===== src/rtl/lux_i2c_pkg.sv =====
// Shared constants and the transfer-state type for the sensor register target.
// Assumes: nothing; pure declarations.
package lux_i2c_pkg;
    localparam logic [6:0] DEV_ADDR   = 7'b1000100;
    localparam int         BYTE_W     = 8;
    localparam int         IDX_W      = 3;
    localparam int         NUM_CFG    = 4;
    localparam int         BITCNT_W   = $clog2(BYTE_W + 1);

    typedef enum logic [3:0] {
        ST_IDLE,
        ST_ADDR,
        ST_ADDR_ACK,
        ST_PTR,
        ST_PTR_ACK,
        ST_WDATA,
        ST_WDATA_ACK,
        ST_RDATA,
        ST_MACK,
        ST_SKIP
    } tgt_state_t;
endpackage


===== src/rtl/i2c_line_sync.sv =====
// Brings SCL/SDA into the clock domain and flags edges and bus conditions.
// Assumes: bus levels are stable for longer than STAGES+1 clocks.
module i2c_line_sync #(
    parameter int STAGES = 2
) (
    input  logic clk,
    input  logic rst_n,
    input  logic scl_i,
    input  logic sda_i,
    output logic sda_o,
    output logic scl_rise_o,
    output logic scl_fall_o,
    output logic start_o,
    output logic stop_o
);
    logic [STAGES-1:0] scl_sh, sda_sh;
    logic              scl_q, sda_q;
    logic              scl_prev, sda_prev;

    // Synchronizer chains plus one history stage, idle-high on reset.
    always_ff @(posedge clk) begin
        if (!rst_n) begin
            scl_sh   <= '1;
            sda_sh   <= '1;
            scl_prev <= 1'b1;
            sda_prev <= 1'b1;
        end else begin
            scl_sh   <= {scl_sh[STAGES-2:0], scl_i};
            sda_sh   <= {sda_sh[STAGES-2:0], sda_i};
            scl_prev <= scl_q;
            sda_prev <= sda_q;
        end
    end

    assign scl_q      = scl_sh[STAGES-1];
    assign sda_q      = sda_sh[STAGES-1];
    assign sda_o      = sda_q;
    assign scl_rise_o = scl_q & ~scl_prev;
    assign scl_fall_o = ~scl_q & scl_prev;
    assign start_o    = scl_q & scl_prev & sda_prev & ~sda_q;
    assign stop_o     = scl_q & scl_prev & ~sda_prev & sda_q;
endmodule


===== src/rtl/i2c_target_fsm.sv =====
// Byte engine of the target: address match, pointer, one write or read byte.
// Assumes: edge/condition flags are single-cycle and mutually exclusive.
module i2c_target_fsm
    import lux_i2c_pkg::*;
(
    input  logic              clk,
    input  logic              rst_n,
    input  logic              sda,
    input  logic              scl_rise,
    input  logic              scl_fall,
    input  logic              bus_start,
    input  logic              bus_stop,
    input  logic [BYTE_W-1:0] rd_data,
    output logic              sda_pull,
    output logic [IDX_W-1:0]  reg_idx,
    output logic              wr_en,
    output logic [BYTE_W-1:0] wr_data,
    output logic              rd_take,
    output logic              sync_pulse,
    output logic              clr_pulse
);
    tgt_state_t          state;
    logic [BITCNT_W-1:0] bit_cnt;
    logic [BYTE_W-1:0]   shreg;
    logic [BYTE_W-1:0]   txreg;
    logic                rw_bit;
    logic                byte_done;

    assign byte_done = scl_fall && (bit_cnt == BITCNT_W'(BYTE_W));
    // Read byte is fetched at the fall that ends the address acknowledge.
    assign rd_take   = (state == ST_ADDR_ACK) && scl_fall && rw_bit
                       && !bus_start && !bus_stop;
    assign wr_data   = shreg;

    // Transfer sequencing, shift registers and SDA pull control.
    always_ff @(posedge clk) begin
        if (!rst_n) begin
            state      <= ST_IDLE;
            bit_cnt    <= '0;
            shreg      <= '0;
            txreg      <= '0;
            rw_bit     <= 1'b0;
            sda_pull   <= 1'b0;
            reg_idx    <= '0;
            wr_en      <= 1'b0;
            sync_pulse <= 1'b0;
            clr_pulse  <= 1'b0;
        end else begin
            wr_en      <= 1'b0;
            sync_pulse <= 1'b0;
            clr_pulse  <= 1'b0;
            if (bus_start) begin
                state    <= ST_ADDR;
                bit_cnt  <= '0;
                sda_pull <= 1'b0;
            end else if (bus_stop) begin
                state    <= ST_IDLE;
                sda_pull <= 1'b0;
            end else begin
                case (state)
                    ST_ADDR, ST_PTR, ST_WDATA: begin
                        if (scl_rise) begin
                            shreg   <= {shreg[BYTE_W-2:0], sda};
                            bit_cnt <= bit_cnt + 1'b1;
                        end else if (byte_done) begin
                            bit_cnt <= '0;
                            if (state == ST_ADDR) begin
                                if (shreg[BYTE_W-1:1] == DEV_ADDR) begin
                                    sda_pull <= 1'b1;
                                    rw_bit   <= shreg[0];
                                    state    <= ST_ADDR_ACK;
                                end else begin
                                    state <= ST_SKIP;
                                end
                            end else if (state == ST_PTR) begin
                                sda_pull   <= 1'b1;
                                reg_idx    <= shreg[IDX_W-1:0];
                                sync_pulse <= shreg[7];
                                clr_pulse  <= shreg[6];
                                state      <= ST_PTR_ACK;
                            end else begin
                                sda_pull <= 1'b1;
                                wr_en    <= 1'b1;
                                state    <= ST_WDATA_ACK;
                            end
                        end
                    end
                    ST_ADDR_ACK: begin
                        if (scl_fall) begin
                            bit_cnt <= '0;
                            if (rw_bit) begin
                                txreg    <= rd_data;
                                sda_pull <= ~rd_data[BYTE_W-1];
                                state    <= ST_RDATA;
                            end else begin
                                sda_pull <= 1'b0;
                                state    <= ST_PTR;
                            end
                        end
                    end
                    ST_PTR_ACK: begin
                        if (scl_fall) begin
                            sda_pull <= 1'b0;
                            state    <= ST_WDATA;
                        end
                    end
                    ST_WDATA_ACK: begin
                        if (scl_fall) begin
                            sda_pull <= 1'b0;
                            state    <= ST_SKIP;
                        end
                    end
                    ST_RDATA: begin
                        if (scl_rise) begin
                            bit_cnt <= bit_cnt + 1'b1;
                        end else if (byte_done) begin
                            sda_pull <= 1'b0;
                            state    <= ST_MACK;
                        end else if (scl_fall) begin
                            sda_pull <= ~txreg[BYTE_W-2];
                            txreg    <= {txreg[BYTE_W-2:0], 1'b0};
                        end
                    end
                    ST_MACK: begin
                        if (scl_fall) state <= ST_SKIP;
                    end
                    default: ;
                endcase
            end
        end
    end
endmodule


===== src/rtl/lux_reg_file.sv =====
// Configuration registers, read multiplexer and upper-byte freeze on LSB reads.
// Assumes: wr_en and rd_take are single-cycle; reg_idx is stable around them.
module lux_reg_file
    import lux_i2c_pkg::*;
(
    input  logic                clk,
    input  logic                rst_n,
    input  logic [IDX_W-1:0]    reg_idx,
    input  logic                wr_en,
    input  logic [BYTE_W-1:0]   wr_data,
    input  logic                rd_take,
    input  logic [2*BYTE_W-1:0] sensor_val,
    input  logic [2*BYTE_W-1:0] timer_val,
    output logic [BYTE_W-1:0]   rd_data,
    output logic [BYTE_W-1:0]   cfg_q [NUM_CFG]
);
    logic [BYTE_W-1:0] sens_hi_frz, tim_hi_frz;

    for (genvar g = 0; g < NUM_CFG; g++) begin : g_cfg
        localparam logic [BYTE_W-1:0] RST_VAL = (g == 2) ? '1 : '0;
        logic [BYTE_W-1:0] q;
        // Holds one configuration byte until a write selects it.
        always_ff @(posedge clk) begin
            if (!rst_n)                                q <= RST_VAL;
            else if (wr_en && reg_idx == IDX_W'(g))    q <= wr_data;
        end
        assign cfg_q[g] = q;
    end

    // Freezes the upper data bytes when the matching lower byte is read.
    always_ff @(posedge clk) begin
        if (!rst_n) begin
            sens_hi_frz <= '0;
            tim_hi_frz  <= '0;
        end else if (rd_take) begin
            if (reg_idx == 3'd4) sens_hi_frz <= sensor_val[2*BYTE_W-1:BYTE_W];
            if (reg_idx == 3'd6) tim_hi_frz  <= timer_val[2*BYTE_W-1:BYTE_W];
        end
    end

    // Selects the byte returned to the host.
    always_comb begin
        case (reg_idx)
            3'd4:    rd_data = sensor_val[BYTE_W-1:0];
            3'd5:    rd_data = sens_hi_frz;
            3'd6:    rd_data = timer_val[BYTE_W-1:0];
            3'd7:    rd_data = tim_hi_frz;
            default: rd_data = cfg_q[reg_idx[1:0]];
        endcase
    end
endmodule


===== src/rtl/lux_i2c_regs.sv =====
// Top: two-wire target giving the host access to the light sensor registers.
// Assumes: open-drain pad outside; sda_i reflects the wired line level.
module lux_i2c_regs
    import lux_i2c_pkg::*;
#(
    parameter int SYNC_STAGES = 2
) (
    input  logic        clk,
    input  logic        rst_n,
    input  logic        scl_i,
    input  logic        sda_i,
    output logic        sda_pull_o,
    input  logic [15:0] sensor_val_i,
    input  logic [15:0] timer_val_i,
    output logic [7:0]  cmd_reg_o,
    output logic [7:0]  ctl_reg_o,
    output logic [7:0]  thr_hi_o,
    output logic [7:0]  thr_lo_o,
    output logic        integ_sync_o,
    output logic        int_clear_o
);
    logic              sda_s, scl_rise, scl_fall, bus_start, bus_stop;
    logic [IDX_W-1:0]  reg_idx;
    logic              wr_en, rd_take;
    logic [BYTE_W-1:0] wr_data, rd_data;
    logic [BYTE_W-1:0] cfg_q [NUM_CFG];

    i2c_line_sync #(.STAGES(SYNC_STAGES)) u_sync (
        .clk(clk), .rst_n(rst_n), .scl_i(scl_i), .sda_i(sda_i),
        .sda_o(sda_s), .scl_rise_o(scl_rise), .scl_fall_o(scl_fall),
        .start_o(bus_start), .stop_o(bus_stop)
    );

    i2c_target_fsm u_fsm (
        .clk(clk), .rst_n(rst_n), .sda(sda_s), .scl_rise(scl_rise),
        .scl_fall(scl_fall), .bus_start(bus_start), .bus_stop(bus_stop),
        .rd_data(rd_data), .sda_pull(sda_pull_o), .reg_idx(reg_idx),
        .wr_en(wr_en), .wr_data(wr_data), .rd_take(rd_take),
        .sync_pulse(integ_sync_o), .clr_pulse(int_clear_o)
    );

    lux_reg_file u_regs (
        .clk(clk), .rst_n(rst_n), .reg_idx(reg_idx), .wr_en(wr_en),
        .wr_data(wr_data), .rd_take(rd_take), .sensor_val(sensor_val_i),
        .timer_val(timer_val_i), .rd_data(rd_data), .cfg_q(cfg_q)
    );

    assign cmd_reg_o = cfg_q[0];
    assign ctl_reg_o = cfg_q[1];
    assign thr_hi_o  = cfg_q[2];
    assign thr_lo_o  = cfg_q[3];
endmodule


===== config.mk =====
export PLATFORM = sky130hd
export DESIGN_NAME = lux_i2c_regs
export DESIGN_NICKNAME = d
export VERILOG_FILES = /design/src/rtl/lux_i2c_pkg.sv /design/src/rtl/i2c_line_sync.sv /design/src/rtl/i2c_target_fsm.sv /design/src/rtl/lux_reg_file.sv /design/src/rtl/lux_i2c_regs.sv
export SDC_FILE = /design/constraint.sdc
export NUM_CORES = 1
export LEC_CHECK = 0
export ABC_AREA = 1
export BUFFER_PORTS_ARGS = -buffer_cell sky130_fd_sc_hd__buf_2
export CORE_UTILIZATION = 40
export CTS_CLUSTER_DIAMETER = 100
export DETAILED_ROUTE_END_ITERATION = 8
export PLACE_DENSITY_LB_ADDON = 0.2
export RECOVER_POWER = 25
export SYNTH_ARGS = -nofsm -noshare
export SYNTH_HDL_FRONTEND = slang
export SYNTH_SLANG_ARGS = --single-unit

===== constraint.sdc =====
create_clock -name clk -period 2.15 [get_ports clk]
set_clock_uncertainty 0.15 [all_clocks]
set_input_delay 0.5375 -clock clk [delete_from_list [all_inputs] [get_ports clk]]
set_output_delay 0.5375 -clock clk [all_outputs]
set_load 0.01 [all_outputs]

## Yosys cells after proc, flatten, opt, wreduce, memory -nomap -nowiden

Cells that the tools add are included.

| storage, ports and cells | value |
|---|---|
| output and inout port bits | 35 |
| register bits | 85 |
| logic and storage cells | 159 |

| cells by class | value |
|---|---|
| $lt $le $gt $ge | 1 |
| add/sub/neg operators | 1 |
| bitwise logic cells | 22 |
| reductions and logical operators | 34 |
| equality and inequality tests | 39 |
| muxes and demuxes | 41 |

Operators with widths:

| operator | number |
|---|---|
| $mux W4 | 13 |
| $mux W7 | 5 |
| $pmux W8 S4 | 1 |
| $reduce_and A8 Y1 | 4 |
| $ne A4 B1 Y1 const B | 5 |
| $pmux W4 S5 | 1 |
| $bmux W8 S2 | 1 |
| $eq A4 B3 Y1 const B | 4 |
| $mux W8 | 2 |
| $ne A2 B1 Y1 const B | 8 |
| $not A1 Y1 | 14 |
| $pmux W7 S2 | 1 |
| $reduce_and A7 Y1 | 2 |
| $mux W1 | 13 |
| $eq A3 B3 Y1 const B | 4 |
| $pmux W4 S3 | 1 |
| $logic_and A1 B1 Y1 | 9 |
| $eq A4 B2 Y1 const B | 2 |
| $eq A4 B4 Y1 const B | 2 |
| $ne A2 B2 Y1 const B | 4 |
| $ne A4 B2 Y1 const B | 2 |
| $reduce_or A8 Y1 | 1 |
| $and A1 B1 Y1 | 7 |
| $eq A7 B7 Y1 const B | 1 |
| 25 further kinds | 31 |

## Longest topological paths before layout

| depth | value |
|---|---|
| depth in word-level cells | 9 |
| mapped depth | 12 |
| depth with buffers taken out | 12 |

## Cells and area by module

Synthesis repeated with hierarchy kept, for this count alone.

| second synthesis, totals | value |
|---|---|
| cell total of the unflattened synthesis | 697 |
| area, all modules | 4494.3 µm² |

Modules (own cells, without submodules):

| module | seq. area each (µm²) | cells an instance | times used | area each (µm²) |
|---|---|---|---|---|
| lux_reg_file | 960.9 | 395 | 1 | 2518.7 |
| i2c_target_fsm | 620.6 | 275 | 1 | 1776.7 |
| i2c_line_sync | 120.1 | 27 | 1 | 198.9 |

## Worst setup path after synthesis

Ideal clock, no wire load.

| timing | value |
|---|---|
| kind | register -> register |
| start point | register u_fsm.bit_cnt[0] |
| end point | register u_fsm.state[1] |
| arrival | 1283 ps |
| slack | 602 ps |
| required time | 1884 ps |
| stages on the path, launching flop included | 10 |
| path through | dfxtp_1 inv_1 ha_1 nand2_1 inv_1 nand3_4 a21oi_1 nand3_2 o21ai_0 nor2_1 |

| between the ends | value |
|---|---|
| word-level cells in the longest chain between the ends | 4 |

Ends and longest elaborated chain:

| item | RTL line | text |
|---|---|---|
| from (decl) | i2c_target_fsm.sv:23 | `logic [BITCNT_W-1:0] bit_cnt;` |
| from (signal assigned) | i2c_target_fsm.sv:64 | `bit_cnt <= bit_cnt + 1'b1;` |
| from (signal assigned) | i2c_target_fsm.sv:115 | `bit_cnt <= bit_cnt + 1'b1;` |
| $eq A4 B4 Y1 (*) | i2c_target_fsm.sv:29 | `assign byte_done = scl_fall && (bit_cnt == BITCNT_W'(BYTE_W));` |
| $logic_and A1 B1 Y1 (*) | i2c_target_fsm.sv:29 |  |
| $ne A2 B1 Y1 (no source line) | n/a |  |
| $reduce_and A8 Y1 (no source line) (*) | n/a |  |
| to (signal assigned) | i2c_target_fsm.sv:38 | `state <= ST_IDLE;` |
| to (signal assigned) | i2c_target_fsm.sv:53 | `state <= ST_ADDR;` |
| to (signal assigned) | i2c_target_fsm.sv:57 | `state <= ST_IDLE;` |
| to (decl) | i2c_target_fsm.sv:22 | `tgt_state_t state;` |

Mark *: on every way between the ends. The rest lies on a longest branch, timed or not.
A chain may end at the register's enable or synchronous reset.

## Worst setup path in the final report

| timing | value |
|---|---|
| start point | register u_fsm.reg_idx[0] |
| end point | register u_fsm.sda_pull |

| between the ends | value |
|---|---|
| word-level cells in the longest chain between the ends | 9 |

Ends and longest elaborated chain:

| item | RTL line | text |
|---|---|---|
| from (decl) | i2c_target_fsm.sv:15 | `output logic [IDX_W-1:0] reg_idx,` |
| from (signal assigned) | i2c_target_fsm.sv:77 | `reg_idx <= shreg[IDX_W-1:0];` |
| $not A2 Y3 (not written as such) | lux_reg_file.sv:48 | `default: rd_data = cfg_q[reg_idx[1:0]];` |
| $bmux W8 S2 | lux_reg_file.sv:48 |  |
| $mux W8 (not written as such) (2 in series) | lux_reg_file.sv:48 |  |
| $pmux W8 S4 (*) | lux_reg_file.sv:43 | `case (reg_idx)` |
| $not A1 Y1 (*) | i2c_target_fsm.sv:93 | `sda_pull <= ~rd_data[BYTE_W-1];` |
| $mux W1 (*) | i2c_target_fsm.sv:91 | `if (rw_bit) begin` |
| $mux W1 (*) | i2c_target_fsm.sv:89 | `if (scl_fall) begin` |
| $pmux W1 S4 (*) | i2c_target_fsm.sv:60 | `case (state)` |
| to (signal assigned) | i2c_target_fsm.sv:93 |  |
| to (signal assigned) | i2c_target_fsm.sv:120 | `sda_pull <= ~txreg[BYTE_W-2];` |
| to (decl) | i2c_target_fsm.sv:14 | `output logic sda_pull,` |

Mark *: on every way between the ends. The rest lies on a longest branch, timed or not. The select of a mux whose other input is x is not followed.

==> impl_metrics.sql <==
INSERT INTO impl_metrics (metric_group, metric, value, unit) VALUES
('layout', 'final_layout_size_suffix_gt1_share', '16.2', '%'),
('clocking', 'insertion_delay', '0.37', 'ns'),
('detailed_routing', 'detail-route-antenna-nets', '0', ''),
('placement', 'pre_cts_slack', '0.292', 'ns'),
('detailed_routing', 'detailroute.wirelength.met2', '4.88', 'mm'),
('detailed_routing', 'drt_pre_antenna_iters', '5', ''),
('synthesis', 'netlist_area', '3940', 'um^2'),
('power_and_ir_drop', 'leakage', '2.01', 'nW'),
('floorplanning', 'num_io_pins', '71', ''),
('synthesis', 'post_synth_xor_area_fraction', '0.444', '%'),
('worst_setup_path', 'worstReg2RegStart', 'u_fsm.reg_idx[0]', ''),
('sta', 'slew-limit-headroom', '66.7', '%'),
('clocking', 'ctsResizeCount', '0', ''),
('power_and_ir_drop', 'power.density', '863', 'nW/um^2'),
('clocking', 'htree_depth', '3', ''),
('synthesis', 'post_synth_main_area_contributors', 'sky130_fd_sc_hd__dfxtp_1 43%, sky130_fd_sc_hd__nand2_1 10%, sky130_fd_sc_hd__a21oi_1 8.1%, sky130_fd_sc_hd__o21ai_0 7.6%, sky130_fd_sc_hd__nor2_1 6.0%', ''),
('detailed_routing', 'uppermost_signal_routing_layer_after_detailed_routing', 'met4', ''),
('layout', 'commonest_cells_after_routing_fill_and_taps_aside', '106 x sky130_fd_sc_hd__nand2_1, 85 x sky130_fd_sc_hd__dfxtp_1, 64 x sky130_fd_sc_hd__a21oi_1', ''),
('sta', 'slew_limit_fails', '0', ''),
('min_path', 'hold_depth', '2', ''),
('synthesis', 'ys_ff_latch', '85', ''),
('sta', 'postLayoutSetupSlackWorst', '0.190', 'ns'),
('sta', 'setup_viol', '0', ''),
('synthesis', 'synth_cell_types', '34', ''),
('synthesis', 'synth-compound-area-share', '21.1', '%'),
('clocking', 'post-cts-setup-buffers', '0', ''),
('detailed_routing', 'wl_met1', '5.03', 'mm'),
('grt', 'antenna_found_initial', '0', ''),
('sta', 'min_period_over_period', '91.2', '%'),
('status', 'status', 'finished clean', ''),
('worst_setup_path', 'setup.worst_path.end_class', 'register', ''),
('synthesis', 'synth_fa_ha_area_share', '0.635', '%'),
('synthesis', 'yosysWarningCount', '0', ''),
('sta', 'setup-tns-final', '0', 'ns'),
('worst_setup_path', 'worstRegToRegCells', '9', ''),
('detailed_routing', 'dr_total_vias', '3879', ''),
('layout', 'design_area', '4650', 'um^2'),
('sta', 'grt_setup_unrepaired', 'no', ''),
('worst_setup_path', 'worstSetupStartpoint', 'u_fsm.reg_idx[0]', ''),
('synthesis', 'post-synth-top-area-fraction', '43.2', '%'),
('layout', 'area_growth', '18.0', '%'),
('detailed_routing', 'routed-wl-met3', '376', 'um'),
('synthesis', 'syn_inst', '550', ''),
('worst_setup_path', 'cp.arrival', '2.06', 'ns'),
('floorplanning', 'floorplan.die.width', '101', 'um'),
('grt', 'grt_pass1_wl', '17.6', 'mm'),
('floorplanning', 'floorplan.initialDensity', '41.9', '%'),
('power_and_ir_drop', 'ir_worst_vdd', '0.311', 'mV'),
('synthesis', 'number_of_nets_produced_by_synthesis', '588', ''),
('clocking', 'clk_root_buffer_cell', 'sky130_fd_sc_hd__clkbuf_8', ''),
('layout', 'inserted_diodes', '0', ''),
('synthesis', 'yosys-mux-area-fraction', '0', '%'),
('sta', 'hold_viol_final', '0', ''),
('worst_setup_path', 'critical_path.reg2reg.endpoint', 'u_fsm.sda_pull', ''),
('floorplanning', 'design.core.area', '9420', 'um^2'),
('grt', 'maximum_number_of_pins_on_one_net_before_global_route_repair', '33', ''),
('grt', 'grt.overflow.total', '0', ''),
('worst_setup_path', 'timing.setup.critical_path_class', 'register to register', ''),
('detailed_routing', 'route.detailed.wl_per_inst', '13.9', 'um'),
('layout', 'finish.net_count', '661', ''),
('worst_setup_path', 'regToRegSetupSlack', '0.19', 'ns'),
('sta', 'slew_at_the_pin_closest_to_its_max_slew_limit', '0.496', 'ns'),
('floorplanning', 'die_area', '10300', 'um^2'),
('worst_setup_path', 'timing.critical_path.fanout_max', '11', ''),
('detailed_routing', 'detailedRoute.firstIterationViolations', '214', ''),
('clocking', 'tritoncts', 'done', ''),
('grt', 'number_of_global_route_vias_before_repair', '3698', ''),
('sta', 'max_freq', '510', 'MHz'),
('sta', 'layout_min_cycle_time', '1.96', 'ns'),
('placement', 'gp_routability_congestion', '0.913', ''),
('synthesis', 'synth_top_family_by_area', 'simple AND/OR/NAND/NOR gates', '');
-- logic make-up (layout without fill, tap and decap cells) --
logic type,count (synthesis),in the layout
AO/OA/AOI/OAI,155,155
XOR/XNOR,2,2
adder cells (fa/ha/maj),2,2
buffers and inverters,72,150
flip-flops,85,85
AND/OR/NAND/NOR,234,234
-- where the power goes --
| group | internal (mW) | switching, mW |
|---|---|---|
| Clock | 0.792 | 0.637 |
| Combinational | 0.302 | 0.599 |
| Sequential | 1.63 | 0.0567 |
| Total | 2.72 | 1.29 |
-- worst max path at each step --
stage | end | slack, ns | depth (start not counted)
2_1_floorplan | u_fsm.state[1] | 0.60 | 9
3_3_place_gp | u_fsm.sda_pull | 0.31 | 9
3_5_place_dp | u_fsm.sda_pull | 0.29 | 9
4_1_cts | u_fsm.sda_pull | 0.26 | 9
5_1_grt | u_fsm.sda_pull | 0.09 | 9
6_report | u_fsm.sda_pull | 0.19 | 9
-- synth_stat cells (all sizes together) --
library cell  number
o211ai             8
nor3               6
nand2            114
nor2              71
a22oi              8
inv               49
buf               11
nor4               1
nand4              6
xor2               2
o2111ai            3
dfxtp             85
o21ai             69
o22ai              2
or2                4
a21oi             65
clkbuf             8
clkinv             4
nand3             31
ha                 2
nand3b             1
-- layer usage --
metal | global-route usage (%) | vias to the layer above
li1 | - | 1971
met1 | 29.0 | 1797
met2 | 35.6 | 88
met3 | 3.24 | 23
met4 | 10.1 | 0
met5 | 0 | -
-- layout make-up --
| class | instances | area [um^2] |
|---|---|---|
| sequential | 85 | 1700 |
| multi-input combinational | 393 | 1940 |
| tap | 129 | 161 |
| clock buffer | 9 | 124 |
| timing repair buffer | 81 | 394 |
| fill | 1008 | 4760 |
| clock inverter | 7 | 128 |
| inverter | 53 | 201 |
-- sequential cells by signal (all words and copies together), names as in the netlist --
name and cells:
u_regs.g_cfg.q 32, u_fsm.wr_data 8, u_regs.sens_hi_frz 8, u_regs.tim_hi_frz 8, u_fsm.txreg 7, u_fsm.bit_cnt 4, u_fsm.state 4, u_fsm.reg_idx 3
u_sync.scl_sh 2, u_sync.sda_sh 2, u_fsm.clr_pulse 1, u_fsm.rw_bit 1, u_fsm.sda_pull 1, u_fsm.sync_pulse 1, u_fsm.wr_en 1, u_sync.scl_prev 1
u_sync.sda_prev 1
-- through the flow --
| stage | hold slack [ns] | cells | power [mW] | util (%) |
|---|---|---|---|---|
| floorplan | 0.243 | 550 | 2.43 | - |
| global placement | 0.254 | 741 | 2.62 | 47.2 |
| detailed placement | 0.253 | 741 | 2.63 | 47.2 |
| CTS | 0.192 | 757 | 4.04 | 49.8 |
| global route | 0.192 | 757 | 4.26 | 49.4 |
| finish | 0.198 | 757 | 4.02 | 49.4 |
-- worst max-delay path, cell delays in order, from the launching register on --
cell and delay (ns):
sky130_fd_sc_hd__dfxtp_1 0.45, sky130_fd_sc_hd__nand2_1 0.21, sky130_fd_sc_hd__inv_1 0.35, sky130_fd_sc_hd__nand2_1 0.11, sky130_fd_sc_hd__nand4_1 0.16, sky130_fd_sc_hd__nand2_1 0.11
sky130_fd_sc_hd__nand3b_1 0.12, sky130_fd_sc_hd__nand2_1 0.06, sky130_fd_sc_hd__nor2_1 0.08, sky130_fd_sc_hd__nor2_1 0.05
No activity file was read; power rests on OpenSTA's default activity.
